$ cat config.mk
export PLATFORM = sky130hd
export DESIGN_NAME = irq_vector_ctrl
export DESIGN_NICKNAME = d
export VERILOG_FILES = /design/src/rtl/irq_vector_ctrl.sv
export SDC_FILE = /design/constraint.sdc
export NUM_CORES = 1
export LEC_CHECK = 0
export ABC_AREA = 1
export BUFFER_PORTS_ARGS = -buffer_cell sky130_fd_sc_hd__buf_2
export CAP_MARGIN = 20
export CORE_MARGIN = 3
export CORE_UTILIZATION = 29
export DETAILED_ROUTE_END_ITERATION = 10
export GPL_ROUTABILITY_DRIVEN = 0
export GPL_TIMING_DRIVEN = 0
export SLEW_MARGIN = 20
export SYNTH_ARGS = -nofsm -noshare
export SYNTH_HDL_FRONTEND = slang
export SYNTH_SLANG_ARGS = --single-unit
$ cat constraint.sdc
create_clock -name clk -period 29.3 [get_ports clk]
set_clock_uncertainty 0.1 [all_clocks]
set_input_delay 5.86 -clock clk [delete_from_list [all_inputs] [get_ports clk]]
set_output_delay 5.86 -clock clk [all_outputs]
set_load 0.05 [all_outputs]
$ cat src/rtl/irq_vector_ctrl.sv
module irq_vector_ctrl #(
  parameter int NUM_IRQ = 32,
  parameter int LVL_W   = 2,
  parameter int DATA_W  = 32,
  parameter int ADDR_W  = 3
) (
  input  logic                       clk,
  input  logic                       rst_n,
  input  logic [NUM_IRQ-1:0]         irq_in,
  input  logic                       reg_wr,
  input  logic [ADDR_W-1:0]          reg_addr,
  input  logic [DATA_W-1:0]          reg_wdata,
  output logic [DATA_W-1:0]          reg_rdata,
  output logic                       vec_valid,
  output logic [$clog2(NUM_IRQ)-1:0] vec_id,
  input  logic                       vec_ack,
  input  logic                       eoi,
  output logic                       nmi_out
);
  localparam int IDW       = $clog2(NUM_IRQ);
  localparam int NUM_LVL   = 1 << LVL_W;
  localparam int STK_D     = NUM_LVL;
  localparam int STK_IW    = $clog2(STK_D);
  localparam int SPW       = $clog2(STK_D + 1);
  localparam int PRIO_BITS = NUM_IRQ * LVL_W;
  localparam int PRIO_WDS  = PRIO_BITS / DATA_W;
  localparam int A_EN      = 0;
  localparam int A_PEND    = 1;
  localparam int A_PRIO    = 2;
  localparam int A_MASK    = A_PRIO + PRIO_WDS;
  localparam int A_NMI     = A_MASK + 1;
  localparam int A_ACT     = A_NMI + 1;
  localparam int NMI_EN_B  = 8;

  logic [NUM_IRQ-1:0]   irq_q, pending, enable, set_vec, clr_vec, cand;
  logic [PRIO_BITS-1:0] prio;
  logic [LVL_W:0]       mask, act_lvl, vec_lvl, best_lvl;
  logic [IDW-1:0]       nmi_sel, best_id;
  logic                 nmi_en, best_found;
  logic [LVL_W:0]       stk [STK_D];
  logic [SPW-1:0]       sp;

  wire wr_en   = reg_wr && reg_addr == ADDR_W'(A_EN);
  wire wr_pend = reg_wr && reg_addr == ADDR_W'(A_PEND);
  wire wr_mask = reg_wr && reg_addr == ADDR_W'(A_MASK);
  wire wr_nmi  = reg_wr && reg_addr == ADDR_W'(A_NMI);
  wire take    = vec_valid && vec_ack;
  wire pop     = eoi && !take && sp != '0;

  assign set_vec = (irq_in & ~irq_q) | (wr_pend ? reg_wdata[NUM_IRQ-1:0] : '0);
  assign clr_vec = take ? (NUM_IRQ'(1) << vec_id) : '0;

  always_ff @(posedge clk) begin
    if (!rst_n) begin
      irq_q   <= '0;
      pending <= '0;
      enable  <= '0;
    end else begin
      irq_q   <= irq_in;
      pending <= (pending & ~clr_vec) | set_vec;
      if (wr_en) enable <= reg_wdata[NUM_IRQ-1:0];
    end
  end

  for (genvar w = 0; w < PRIO_WDS; w++) begin : g_prio
    always_ff @(posedge clk) begin
      if (!rst_n) prio[w*DATA_W +: DATA_W] <= '0;
      else if (reg_wr && reg_addr == ADDR_W'(A_PRIO + w))
        prio[w*DATA_W +: DATA_W] <= reg_wdata;
    end
  end

  always_ff @(posedge clk) begin
    if (!rst_n) begin
      mask    <= (LVL_W+1)'(NUM_LVL);
      nmi_sel <= '0;
      nmi_en  <= 1'b0;
      nmi_out <= 1'b0;
    end else begin
      if (wr_mask) mask <= reg_wdata[LVL_W:0];
      if (wr_nmi) begin
        nmi_sel <= reg_wdata[IDW-1:0];
        nmi_en  <= reg_wdata[NMI_EN_B];
      end
      nmi_out <= nmi_en && irq_in[nmi_sel];
    end
  end

  always_comb begin
    best_found = 1'b0;
    best_id    = '0;
    best_lvl   = (LVL_W+1)'(NUM_LVL);
    for (int i = 0; i < NUM_IRQ; i++) begin
      cand[i] = pending[i] && enable[i] &&
                {1'b0, prio[i*LVL_W +: LVL_W]} < mask &&
                {1'b0, prio[i*LVL_W +: LVL_W]} < act_lvl;
      if (cand[i] && {1'b0, prio[i*LVL_W +: LVL_W]} < best_lvl) begin
        best_found = 1'b1;
        best_id    = IDW'(i);
        best_lvl   = {1'b0, prio[i*LVL_W +: LVL_W]};
      end
    end
  end

  always_ff @(posedge clk) begin
    if (!rst_n) begin
      vec_valid <= 1'b0;
      vec_id    <= '0;
      vec_lvl   <= '0;
    end else if (take) begin
      vec_valid <= 1'b0;
    end else if (!vec_valid && best_found) begin
      vec_valid <= 1'b1;
      vec_id    <= best_id;
      vec_lvl   <= best_lvl;
    end
  end

  always_ff @(posedge clk) begin
    if (!rst_n) begin
      act_lvl <= (LVL_W+1)'(NUM_LVL);
      sp      <= '0;
      for (int k = 0; k < STK_D; k++) stk[k] <= '0;
    end else if (take) begin
      stk[STK_IW'(sp)] <= act_lvl;
      sp               <= sp + 1'b1;
      act_lvl          <= vec_lvl;
    end else if (pop) begin
      act_lvl <= stk[STK_IW'(sp - 1'b1)];
      sp      <= sp - 1'b1;
    end
  end

  always_comb begin
    reg_rdata = '0;
    if (reg_addr == ADDR_W'(A_EN))   reg_rdata = DATA_W'(enable);
    if (reg_addr == ADDR_W'(A_PEND)) reg_rdata = DATA_W'(pending);
    if (reg_addr == ADDR_W'(A_MASK)) reg_rdata = DATA_W'(mask);
    if (reg_addr == ADDR_W'(A_ACT))  reg_rdata = DATA_W'(act_lvl);
    if (reg_addr == ADDR_W'(A_NMI)) begin
      reg_rdata[IDW-1:0]  = nmi_sel;
      reg_rdata[NMI_EN_B] = nmi_en;
    end
    for (int w = 0; w < PRIO_WDS; w++)
      if (reg_addr == ADDR_W'(A_PRIO + w)) reg_rdata = prio[w*DATA_W +: DATA_W];
  end

  p_vec_hold_r7: assert property (@(posedge clk) disable iff (!rst_n)
    vec_valid && !vec_ack |=> vec_valid && $stable(vec_id));

  p_ack_clears_r8: assert property (@(posedge clk) disable iff (!rst_n)
    take && !set_vec[vec_id] |=> !pending[$past(vec_id)]);

  p_vec_urgent_r8: assert property (@(posedge clk) disable iff (!rst_n)
    vec_valid |-> vec_lvl < act_lvl);

  p_stack_bound_r9: assert property (@(posedge clk) disable iff (!rst_n)
    sp <= SPW'(STK_D));

  p_eoi_restores_r9: assert property (@(posedge clk) disable iff (!rst_n)
    !take && !eoi |=> $stable(act_lvl));

  p_nmi_source_r10: assert property (@(posedge clk) disable iff (!rst_n)
    nmi_out |-> $past(nmi_en) && $past(irq_in != '0));

  p_disabled_quiet_r3: assert property (@(posedge clk) disable iff (!rst_n)
    !vec_valid && enable == '0 |=> !vec_valid);
endmodule

==> impl_metrics.yaml <==
setup_path:
  critical_path.max_fanout: 10
  rr_worst_depth: 191
  end_kind: "flip-flop"
  r2r_setup_slack_ps: 2470
  critPathMostFrequentCell: "nand2_1"
  crit_path_top_delay_cell: "dfxtp_2"
  r2r-end: "vec_id[2]"
  critPathKind: "reg2reg"
  max_stage_delay_ps: 430
  critPathRequiredTime_ps: 29550
  r2r-start: "act_lvl[1]"
  start_kind: "flip-flop"
  critPathArrivalTime_ps: 27090
power_and_ir_drop:
  swShare_pct: 40.6
  clkPwrFrac_pct: 28.5
  p_comb_share_pct: 35.4
  leakagePower_nw: 6.51
  vdd_drop_max_v: 0.0000410
  powerDensity_nw_per_um2: 57.2
  internal_power_uw: 516
  p_switching_uw: 352
  pwr-share-seq_pct: 36.1
  total_power_uw: 869
synthesis:
  synth-main-ff-cell: "dfxtp_1"
  ys_seq_elements: 197
  postSynthNetCount: 2013
  async_reset_ff_share_pct: 0
  seq_area_frac_synth_pct: 30.7
  synth_cell_types: 39
  yosys_warnings: 0
  syn_area_sq_um: 13200
  synth-edff-count: 12
  syn_inst: 1843
  syn_area_per_cell_sq_um: 7.19
cts:
  cts_buffers: 17
  cts_tree: "done"
  cts_root_buffer: "clkbuf_16"
  cts_resized: 0
  clock_sinks: 197
  cts_hold_buf: 0
  postCtsSetupBuffers: 0
  clkLatencyLatePin_ps: 460
  htreeDepth: 4
  path_clk_slew_ps: 70
  cts_buffer_depth: 2
final_layout:
  fillerInstances: 4850
  stdcell_count: 2579
  final_nets: 2143
  final_layout_size_suffix_gt1_share_pct: 15.6
  area_delta_synth_final_pct: 14.6
timing:
  slew_violations: 0
  setup_viol: 0
  rsz0062_at_grt: "no"
  finalCriticalPeriod_ps: 26830
  setup_tns_ps: 0
  setup_slack_ps: 2470
  tightest_slew_ps: 959
  clock.fmax_mhz: 37.3
  period_share_pct: 91.6
  maxSlewHeadroom_pct: 36.1
  hold_violations: 0
  holdWs_ps: 353
flow_run:
  maxCapViolations: 0
drt:
  firstDrtPassIters: 6
  drt-wirelength-per-cell_microns: 20.9
  drc: 0
  ant_nets: 0
  via_per_inst: 5.54
  vias: 14300
  routed_wl_mm: 54.0
  drt_iter0_markers: 1785
hold_path:
  min_path_type: "reg2reg"
  holdPathEnd: "vec_lvl[2]"
  hold_depth: 2
  hold_start: "vec_lvl[2]"
floorplanning:
  initial_utilization_pct: 29.6
  num_rows: 77
  die_area_sq_um: 48300
  die_h_microns: 220
  design.portCount: 111
  core_sq_um: 44700
  die_x_microns: 220
grt:
  grt_pass1_vias: 13300
  grt_pass1_wl_mm: 80.6
  antenna_found_initial: 1
  track_usage_pct: 22.0
  grt_max_degree: 30
  overflow: 0
placement:
  place_ws_ps: 476
  place_inst: 2546
  place_hpwl_mm: 42.7
  port_buffers: 109
run_status:
  outcome: "finished clean"
## per-layer routing
layer,global-route usage (%),routed length (microns),part of all wire [%]
met5,0,0,0
met4,9.89,2680,5.0
met3,4.10,5600,10
met2,34.9,23600,44
met1,28.9,22100,41
## cell usage after synthesis (all sizes together) (12+ instances only)
cell      n  share of area [%]
edfxtp   12                2.7
a31oi    22                1.0
dfxtp   185                 28
nand3    90                3.8
inv     250                7.1
a221oi   33                2.2
nor2    128                3.8
o22ai    21               0.99
a21boi   86                5.1
nand2   318                 11
nand4    35                1.7
clkbuf   71                2.0
o21ai   267                 10
a21oi   173                8.3
ha       98                9.3
## registers in the layout (all words and copies together), names as in the netlist, 3 cells and up
signal / cells
act_lvl: 3
enable: 32
irq_q: 32
mask: 3
nmi_sel: 5
pending: 32
prio: 64
sp: 3
stk: 12
vec_id: 5
vec_lvl: 3
## critical path: cells and delay by family (launching register included)
family / cells / cell delay [ps]
AO/OA/AOI/OAI: 60 / 8210
adder cells (fa/ha/maj): 32 / 8670
buffers and inverters: 7 / 410
flip-flops: 1 / 430
AND/OR/NAND/NOR: 92 / 8810
## cell families (layout without fill, tap and decap cells)
kind of cell / count (synthesis) / after routing / share of synthesized area [%]
AO/OA/AOI/OAI: 626 / 626 / 29.1
flip-flops: 197 / 197 / 30.7
adder cells (fa/ha/maj): 98 / 98 / 9.26
AND/OR/NAND/NOR: 594 / 594 / 21.6
other: 0 / 1 / 0
buffers and inverters: 328 / 471 / 9.31
## per-stage QoR
step	utilization [%]	area [sq um]
after floorplan	-	13200
after global placement	32.5	14500
after detailed placement	32.6	14600
after CTS	34.0	15200
after global routing	34.0	15200
final	34.0	15200
## power groups by stage
stage	sequential [mW]	combinational [mW]	clock, mW
after floorplan	0.317	0.205	0
after global placement	0.319	0.287	0
after detailed placement	0.319	0.299	0
after CTS	0.313	0.300	0.248
after global routing	0.315	0.337	0.259
final	0.314	0.307	0.248
## worst max-delay path by stage
| stage | startpoint | end |
|---|---|---|
| 6_report | act_lvl[1] | vec_id[2] |
| 5_1_grt | act_lvl[1] | vec_id[2] |
| 4_1_cts | act_lvl[1] | vec_lvl[0] |
| 3_5_place_dp | act_lvl[1] | vec_lvl[0] |
| 3_3_place_gp | act_lvl[1] | vec_lvl[0] |
| 2_1_floorplan | act_lvl[1] | vec_lvl[1] |
## cell type report
| class | instances | area, sq um | share of cell area (%) |
|---|---|---|---|
| Inverter | 251 | 945 | 6.22 |
| Clock inverter | 12 | 136 | 0.898 |
| Timing Repair Buffer | 111 | 586 | 3.86 |
| Buffer | 77 | 292 | 1.92 |
| Sequential cell | 197 | 4070 | 26.8 |
| Tap cell | 592 | 741 | 4.88 |
| Multi-Input combinational cell | 1318 | 7960 | 52.4 |
| Clock buffer | 20 | 467 | 3.07 |
| Antenna cell | 1 | 2.50 | 0.0165 |
## layout by cell type, fill, tap and decap left out, types with 7 or more instances in the layout
master and count:
a21boi_0 57, a21boi_1 20, a21boi_2 9, a21oi_1 143, a21oi_2 14, a21oi_4 16, a221oi_1 33, a31oi_1 22
buf_2 111, clkbuf_1 71, clkbuf_16 17, dfxtp_1 184, edfxtp_1 12, ha_1 98, inv_1 243, nand2_1 223
nand2_2 79, nand2_4 16, nand3_1 80, nand3_2 10, nand4_1 35, nor2_1 123, nor3_1 7, nor4_1 8
o211ai_1 10, o21ai_0 236, o21ai_1 31, o22ai_1 21
Power figures use the tool's default switching activity.
